===== src/rtl/rdseq_pkg.sv =====
package rdseq_pkg;

    typedef enum logic [1:0] {
        ST_IDLE   = 2'd0,
        ST_EMPTY  = 2'd1,
        ST_ROWSEL = 2'd2,
        ST_PIXEL  = 2'd3
    } seq_state_e;

    typedef struct packed {
        logic frame_init;
        logic row_step;
        logic col_rewind;
        logic col_step;
    } step_cmd_t;

    // Effective stride: 1 when skipping is off, never below 2 when on.
    function automatic int stride_of(input logic skip_on, input int n);
        if (!skip_on) return 1;
        return (n < 2) ? 2 : n;
    endfunction

    // Exclusive end of a region on one axis, clipped to the array bound.
    function automatic int clip_end(input int org, input int size, input int lim);
        return (org + size > lim) ? lim : org + size;
    endfunction

endpackage


===== src/rtl/rdseq_axis_cfg.sv =====
module rdseq_axis_cfg
    import rdseq_pkg::*;
#(
    parameter int LIM = 16,
    parameter int AW  = $clog2(LIM)
) (
    input  logic          win_on,
    input  logic [AW-1:0] org_in,
    input  logic [AW:0]   size_in,
    output logic [AW-1:0] org_o,
    output logic [AW:0]   end_o,
    output logic          empty_o
);
    localparam int EW = AW + 1;

    always_comb begin
        if (win_on) begin
            org_o = org_in;
            end_o = EW'(clip_end(int'(org_in), int'(size_in), LIM));
        end else begin
            org_o = '0;
            end_o = EW'(LIM);
        end
        empty_o = (EW'(org_o) >= end_o);
    end

endmodule


===== src/rtl/rdseq_axis_step.sv =====
module rdseq_axis_step #(
    parameter int AW  = 4,
    parameter int SKW = 3
) (
    input  logic           clk,
    input  logic           rst,
    input  logic           init,
    input  logic           rewind,
    input  logic           step,
    input  logic [AW-1:0]  org_in,
    input  logic [AW:0]    end_in,
    input  logic [SKW-1:0] stride_in,
    output logic [AW-1:0]  pos_o,
    output logic           last_o
);
    localparam int NW = ((AW > SKW) ? AW : SKW) + 1;

    logic [AW-1:0]  org_q;
    logic [AW:0]    end_q;
    logic [SKW-1:0] stride_q;
    logic [AW-1:0]  pos_q;
    logic [NW-1:0]  nxt;

    always_ff @(posedge clk) begin
        if (rst) begin
            org_q    <= '0;
            end_q    <= '0;
            stride_q <= '0;
            pos_q    <= '0;
        end else if (init) begin
            org_q    <= org_in;
            end_q    <= end_in;
            stride_q <= stride_in;
            pos_q    <= org_in;
        end else if (rewind) begin
            pos_q <= org_q;
        end else if (step) begin
            pos_q <= AW'(nxt);
        end
    end

    assign nxt    = NW'(pos_q) + NW'(stride_q);
    assign last_o = (nxt >= NW'(end_q));
    assign pos_o  = pos_q;

endmodule


===== src/rtl/rdseq_ctrl.sv =====
module rdseq_ctrl
    import rdseq_pkg::*;
(
    input  logic       clk,
    input  logic       rst,
    input  logic       start,
    input  logic       pix_en,
    input  logic       cfg_empty,
    input  logic       col_last,
    input  logic       row_last,
    output seq_state_e state_o,
    output step_cmd_t  cmd_o
);
    seq_state_e state_q, state_d;

    always_ff @(posedge clk) begin
        if (rst) state_q <= ST_IDLE;
        else     state_q <= state_d;
    end

    always_comb begin
        state_d = state_q;
        cmd_o   = '0;
        unique case (state_q)
            ST_IDLE: begin
                if (start) begin
                    cmd_o.frame_init = 1'b1;
                    state_d = cfg_empty ? ST_EMPTY : ST_ROWSEL;
                end
            end
            ST_EMPTY:  state_d = ST_IDLE;
            ST_ROWSEL: state_d = ST_PIXEL;
            ST_PIXEL: begin
                if (pix_en) begin
                    if (!col_last) begin
                        cmd_o.col_step = 1'b1;
                    end else if (row_last) begin
                        state_d = ST_IDLE;
                    end else begin
                        cmd_o.row_step   = 1'b1;
                        cmd_o.col_rewind = 1'b1;
                        state_d = ST_ROWSEL;
                    end
                end
            end
            default: state_d = ST_IDLE;
        endcase
    end

    assign state_o = state_q;

endmodule


===== src/rtl/rdseq_top.sv =====
module rdseq_top
    import rdseq_pkg::*;
#(
    parameter  int COLS = 16,
    parameter  int ROWS = 12,
    parameter  int SKW  = 3,
    localparam int CAW  = $clog2(COLS),
    localparam int RAW  = $clog2(ROWS)
) (
    input  logic           clk,
    input  logic           rst,
    input  logic           start,
    input  logic           pix_en,
    input  logic           win_en,
    input  logic           skip_en,
    input  logic [SKW-1:0] skip_n,
    input  logic [CAW-1:0] win_col,
    input  logic [RAW-1:0] win_row,
    input  logic [CAW:0]   win_w,
    input  logic [RAW:0]   win_h,
    output logic [RAW-1:0] row_addr,
    output logic           row_sel,
    output logic [CAW-1:0] col_addr,
    output logic           pix_valid,
    output logic           line_end,
    output logic           frame_end
);
    logic [CAW-1:0] c_org;
    logic [CAW:0]   c_end;
    logic           c_empty;
    logic [RAW-1:0] r_org;
    logic [RAW:0]   r_end;
    logic           r_empty;
    logic [SKW-1:0] stride;
    logic           col_last, row_last;
    seq_state_e     state;
    step_cmd_t      cmd;

    assign stride = SKW'(stride_of(skip_en, int'(skip_n)));

    rdseq_axis_cfg #(.LIM(COLS), .AW(CAW)) u_col_cfg (
        .win_on (win_en),
        .org_in (win_col),
        .size_in(win_w),
        .org_o  (c_org),
        .end_o  (c_end),
        .empty_o(c_empty)
    );

    rdseq_axis_cfg #(.LIM(ROWS), .AW(RAW)) u_row_cfg (
        .win_on (win_en),
        .org_in (win_row),
        .size_in(win_h),
        .org_o  (r_org),
        .end_o  (r_end),
        .empty_o(r_empty)
    );

    rdseq_ctrl u_ctrl (
        .clk      (clk),
        .rst      (rst),
        .start    (start),
        .pix_en   (pix_en),
        .cfg_empty(c_empty | r_empty),
        .col_last (col_last),
        .row_last (row_last),
        .state_o  (state),
        .cmd_o    (cmd)
    );

    rdseq_axis_step #(.AW(CAW), .SKW(SKW)) u_col_step (
        .clk      (clk),
        .rst      (rst),
        .init     (cmd.frame_init),
        .rewind   (cmd.col_rewind),
        .step     (cmd.col_step),
        .org_in   (c_org),
        .end_in   (c_end),
        .stride_in(stride),
        .pos_o    (col_addr),
        .last_o   (col_last)
    );

    rdseq_axis_step #(.AW(RAW), .SKW(SKW)) u_row_step (
        .clk      (clk),
        .rst      (rst),
        .init     (cmd.frame_init),
        .rewind   (1'b0),
        .step     (cmd.row_step),
        .org_in   (r_org),
        .end_in   (r_end),
        .stride_in(stride),
        .pos_o    (row_addr),
        .last_o   (row_last)
    );

    assign row_sel   = (state == ST_ROWSEL);
    assign pix_valid = (state == ST_PIXEL) && pix_en;
    assign line_end  = pix_valid && col_last;
    assign frame_end = (line_end && row_last) || (state == ST_EMPTY);

endmodule


===== config.mk =====
export PLATFORM = sky130hd
export DESIGN_NAME = rdseq_top
export DESIGN_NICKNAME = d
export VERILOG_FILES = /design/src/rtl/rdseq_pkg.sv /design/src/rtl/rdseq_axis_cfg.sv /design/src/rtl/rdseq_axis_step.sv /design/src/rtl/rdseq_ctrl.sv /design/src/rtl/rdseq_top.sv
export SDC_FILE = /design/constraint.sdc
export NUM_CORES = 1
export LEC_CHECK = 0
export BUFFER_PORTS_ARGS = -buffer_cell sky130_fd_sc_hd__buf_2
export CAP_MARGIN = 20
export CORE_MARGIN = 5
export CORE_UTILIZATION = 45
export CTS_CLUSTER_SIZE = 8
export DETAILED_ROUTE_END_ITERATION = 8
export GPL_ROUTABILITY_DRIVEN = 0
export GPL_TIMING_DRIVEN = 0
export PLACE_DENSITY = 0.64
export SLEW_MARGIN = 20
export SYNTH_ARGS = -nofsm -noshare
export SYNTH_HDL_FRONTEND = slang
export SYNTH_HIERARCHICAL = 1
export SYNTH_SLANG_ARGS = --single-unit

===== constraint.sdc =====
create_clock -name clk -period 4 [get_ports clk]
set_input_delay 0.8 -clock clk [delete_from_list [all_inputs] [get_ports clk]]
set_output_delay 0.8 -clock clk [all_outputs]
set_load 0.05 [all_outputs]

== After elaboration in Yosys (flattened, before gate mapping) ==
Cells that the tools add are included.
Word-level totals
  register bits after elaboration: 27
  input port bits: 27
  output and inout bits: 12
  logic and storage cells: 59
Cells by class
  add/sub/neg operators: 4
  order comparisons: 7
  equal/unequal tests: 6
  multiplexer cells: 26
  bitwise operators: 1
  reduce and logical (&&, ||, !) cells: 8
Operator list (count)
  $mux W4: 7
  $mux W5: 4
  $mux W2: 7
  $add A4 B5 Y6: 2
  $mux W3: 4
  $add A4 B3 Y5: 2
  $ge A4 B5 Y1: 2
  $ge A5 B5 Y1: 2
  $pmux W2 S4: 1
  $gt A6 B4 Y1 const B: 1
  $gt A6 B5 Y1 const B: 1
  $ne A2 B2 Y1 const B: 3
  $eq A2 B2 Y1 const B: 2
  $logic_and A1 B1 Y1: 3
  $lt A3 B2 Y1 const B: 1
  $mux W1: 3
  $reduce_and A3 Y1: 1
  $reduce_bool A3 Y1: 1
  $eq A2 B1 Y1 const B: 1
  $logic_not A2 Y1: 1
  $reduce_bool A2 Y1: 1
  $logic_or A1 B1 Y1: 1
  $or A1 B1 Y1: 1

== Longest topological paths before layout ==
  depth in word-level cells: 9
  depth in mapped cells: 17
  depth with buffers taken out: 17

== By module ==
Netlist, hierarchy kept.
Modules (own cells, without submodules)
  rdseq_axis_step: instances 2, cells an instance 99, area each 897.1 um^2, seq. area each 320.3 um^2
  rdseq_axis_cfg (u_col_cfg): instances 1, cells an instance 51, area each 396.6 um^2, seq. area each 0.0 um^2
  rdseq_axis_cfg (u_row_cfg): instances 1, cells an instance 50, area each 382.9 um^2, seq. area each 0.0 um^2
  rdseq_ctrl: instances 1, cells an instance 13, area each 128.9 um^2, seq. area each 40.0 um^2
  rdseq_top: instances 1, cells an instance 12, area each 73.8 um^2, seq. area each 0.0 um^2

== Least setup slack after synthesis ==
No wires, ideal clock.
  kind: input -> register
  from: input port win_col[0]
  to: register u_ctrl.state_q[1] (netlist: u_ctrl/state_o[1])
  library setup time: 74 ps
  arrival: 3865 ps
  data required time: 3926 ps
  path slack: 60 ps
  cell stages on the path: 17
  path buffers: 0
  path through: ha_1 -> inv_1 -> fa_1 -> and2b_4 -> o21a_1 -> xnor2_1 -> a32oi_1 -> and3b_1 -> ha_1 -> nand2b_1 -> a21o_1 -> a21o_1 -> a21oi_1 -> nor2_1 -> or2_1 -> or4b_1 -> o21ai_0
On the way
  longest elaborated chain between the ends: 9
  elaborated cells between the ends (all ways): 10
  those cells by class: 1 x add/sub; 2 x order compare; 6 x mux; 1 x bitwise
RTL lines
  start, declared: RTL line rdseq_top.sv:17  | input logic [CAW-1:0] win_col,
  $add A4 B5 Y6 (*): RTL line rdseq_pkg.sv:25  | return (org + size > lim) ? lim : org + size;
  $gt A6 B5 Y1: RTL line rdseq_pkg.sv:25
  $mux W5 (*): RTL line rdseq_pkg.sv:25
  $mux W5 (*): RTL line rdseq_axis_cfg.sv:17  | if (win_on) begin
  net c_end[0]: RTL line rdseq_top.sv:29  | logic [CAW:0] c_end;
  $ge A4 B5 Y1 (*): RTL line rdseq_axis_cfg.sv:24  | empty_o = (EW'(org_o) >= end_o);
  net c_empty: RTL line rdseq_top.sv:30  | logic c_empty;
  $or A1 B1 Y1 (*): RTL line rdseq_top.sv:64  | .cfg_empty(c_empty | r_empty),
  $mux W2 (*): RTL line rdseq_ctrl.sv:28  | state_d = cfg_empty ? ST_EMPTY : ST_ROWSEL;
  $mux W2 (*): RTL line rdseq_ctrl.sv:26  | if (start) begin
  $pmux W2 S4 (*): RTL line rdseq_ctrl.sv:24  | unique case (state_q)
  end signal, assigned: RTL line rdseq_ctrl.sv:18  | else state_q <= state_d;
  end, declared: RTL line rdseq_ctrl.sv:14  | seq_state_e state_q, state_d;
Mark *: on every way through the listed nets, which the timed path passes. The rest lies on a longest branch. The select of a mux whose other input is x is not followed.
A chain may end at the register's enable or synchronous reset.

== Worst setup path after layout ==
Ends and elaborated chain as after synthesis.

==> impl_metrics.tcl <==
set metrics [dict create \
    vias 2365 \
    drv_slew 0 \
    wl_mm 6.06 \
    vdd_ir_drop_max_mv 0.243 \
    synth_ff_type "dfxtp_1" \
    synth-seq-area-share 0.245 \
    power.density_nw_per_um2 363 \
    critPathLaunchType "input port" \
    synth_cells 324 \
    ys_ff_latch 34 \
    hold_class "reg -> reg" \
    syn-num-nets 387 \
    io_pins 39 \
    cts_sinks 34 \
    placementRows 28 \
    drive_gt1_frac 0.229 \
    nets 433 \
    grt_max_degree 13 \
    crit_type "in -> reg" \
    synth_area_leaders "dfxtp_1 (25%), ha_1 (14%), mux2i_1 (7.9%), nor2_1 (5.0%), inv_1 (3.8%)" \
    async_reset_ff_frac 0 \
    endpoint_kind "register" \
    core_um2 5960 \
    hp-start "u_row_step/org_q[2]" \
    vias_per_cell 5.30 \
    worstHoldEndpoint "u_row_step/org_q[2]" \
    max-slew-margin-rel 0.360 \
    r2r.worst_path.cells 12 \
    finalCritPeriodShare 0.957 \
    clk_path_buf_depth 2 \
    synthDominantCellAreaShare 0.245 \
    cp_data_required_time_ns 4.23 \
    synth.most_common_cell "nor2_1" \
    finalHoldViolations 0 \
    fin_crit_ns 3.83 \
    fmax_ghz 0.261 \
    die_y_um 88.6 \
    drc 0 \
    worst_pin_slew_ns 0.959 \
    drtIter0Drc 92 \
    crit_arrival_ns 4.06 \
    maxCapViolCount 0 \
    fill_cells 574 \
    antenna_found_initial 0 \
    start_util 0.466 \
    hold_depth 2 \
    dieArea_um2 7840 \
    ant_nets 0 \
    finalSetupViolations 0 \
    r2r-end "u_col_step/pos_o[2]" \
    grt_pass1_wl_mm 10.2 \
    cts_made_buffers 5 \
    yosys.area.top_type "dfxtp_1" \
    port_buffers 38 \
    r2r-start "u_col_step/pos_o[0]" \
    cts_max_level 2 \
    fin_area_um2 3280 \
    p_leak_nw 1.51 \
    finClkSkew_ns 0.00957 \
    root_buffer "clkbuf_8" \
    wl_per_cell_um 13.6 \
    clkLatencyLatePin_ns 0.29 \
    hold_slack_ns 0.473 \
    die_w_um 88.6 \
    grt_overflow 0 \
    synth-edff-count 0 \
    regToRegSetupSlack_ns 0.85 \
    cts_tree "yes" \
    synth_area_per_cell_um2 8.57 \
    postPlaceCellArea_um2 3060 \
    hpwl_mm 4.73 \
    cp_max_fo 3 \
    grt_pass1_vias 2327 \
    netlist_area_um2 2780 \
    yosysUniqueCellTypes 56 \
    path_clk_slew_ns 0.07 \
    insertedDiodeCount 0 \
    syn_to_final_growth_pct 18.2 \
    grtUsageTotal 0.164 \
    status "complete, no violations" \
    ys.warnings.count 6 \
    synthTopCellsByCount "nor2_1 (37), dfxtp_1 (34), ha_1 (32)" \
    firstDrtPassIters 4 \
]
layout by cell type, fill, tap and decap left out, drive strengths merged, types with 3 or more instances in the layout:
master	Yosys	layout
and2	8	8
a211oi	3	3
mux2i	22	22
nor2b	3	3
dfxtp	34	34
nand2	19	19
a221oi	5	5
nand2b	14	14
o21a	3	3
or3	3	3
and3	3	3
o21ai	10	10
clkbuf	4	10
nand3	4	4
fa	4	4
a21o	7	7
ha	32	32
xor2	3	3
xnor2	4	4
nor3	7	7
nand3b	3	3
or2	4	4
buf	8	47
a21oi	20	20
nor2	37	37
inv	28	28
nor3b	3	3
layout make-up:
cell class,instances,area [µm²],area share
buffer,12,92.6,0.0282
clock buffer,6,82.6,0.0252
clock inverter,2,60.1,0.0183
inverter,28,105,0.0320
multi-input combinational,250,1960,0.597
sequential,34,681,0.207
tap,75,93.8,0.0286
timing repair buffer,39,206,0.0629
power breakdown:
group          switching, mW  internal (mW)
clock network          0.133          0.266
registers             0.0224          0.366
logic                  0.231          0.172
total                  0.387          0.804
registers in the layout, summed over array words and instances (netlist names):
register,count
u_col_step/end_q,5
u_col_step/org_q,4
u_col_step/pos_o,4
u_col_step/stride_q,3
u_ctrl/state_o,2
u_row_step/end_q,5
u_row_step/org_q,4
u_row_step/pos_o,4
u_row_step/stride_q,3
stage by stage:
stage	util	power, mW	setup WS, ns	setup TNS, ns	instances
after floorplan	-	0.690	0.0604	0	324
after global placement	0.514	0.777	-0.258	-0.258	437
after detailed placement	0.514	0.784	-0.315	-0.315	437
after CTS	0.538	1.19	0.000149	0	445
after global routing	0.551	1.27	-0.0273	-0.0273	446
final	0.551	1.19	0.170	0	446
timing repair:
action	4_1_cts	5_1_grt
buffers inserted	0	1
hold buffers	0	0
setup endpoints to repair	0	1
endpoints found under the hold margin	0	0
gates resized for setup	0	15
worst max-delay path by stage:
stage                         to  cells past startpoint  startpoint  slack, ns
2_1_floorplan  u_ctrl/state_o[1]                     17  win_col[0]       0.06
3_3_place_gp   u_ctrl/state_o[1]                     18  win_col[0]      -0.26
3_5_place_dp   u_ctrl/state_o[1]                     18  win_col[0]      -0.32
4_1_cts        u_ctrl/state_o[1]                     18  win_col[0]     0.0001
5_1_grt        u_ctrl/state_o[1]                     18  win_col[0]      -0.03
6_report       u_ctrl/state_o[1]                     18  win_col[0]       0.17
routing by layer:
layer / vias up / track usage / part of all wire
met5: - / 0 / 0
met4: 0 / 0.0563 / 0.018
met3: 12 / 0.0326 / 0.032
met2: 40 / 0.282 / 0.49
met1: 1093 / 0.204 / 0.46
li1: 1220 / - / -
kinds of logic (layout without fill, tap and decap cells):
logic type | count (synthesis) | after routing | share of synthesized area
AO/OA/AOI/OAI | 61 | 61 | 0.162
XOR/XNOR | 7 | 7 | 0.0221
adder cells (fa/ha/maj) | 36 | 36 | 0.173
buffers and inverters | 40 | 87 | 0.0712
flip-flops | 34 | 34 | 0.245
multiplexers | 23 | 23 | 0.0834
other | 2 | 2 | 0.00270
AND/OR/NAND/NOR | 121 | 121 | 0.241
critical path, cell delays in order:
cell and delay, ns:
buf_4 0.10, ha_4 0.13, inv_2 0.04, fa_2 0.36
and2b_4 0.27, o21a_1 0.17, xnor2_1 0.08, a32oi_1 0.22
and3b_2 0.27, ha_4 0.21, nand2b_4 0.13, a21o_1 0.18
a21o_1 0.17, a21oi_2 0.11, nor2_1 0.05, or2_1 0.26
or4b_1 0.46, o21ai_1 0.08
Power figures use the tool's default switching activity.
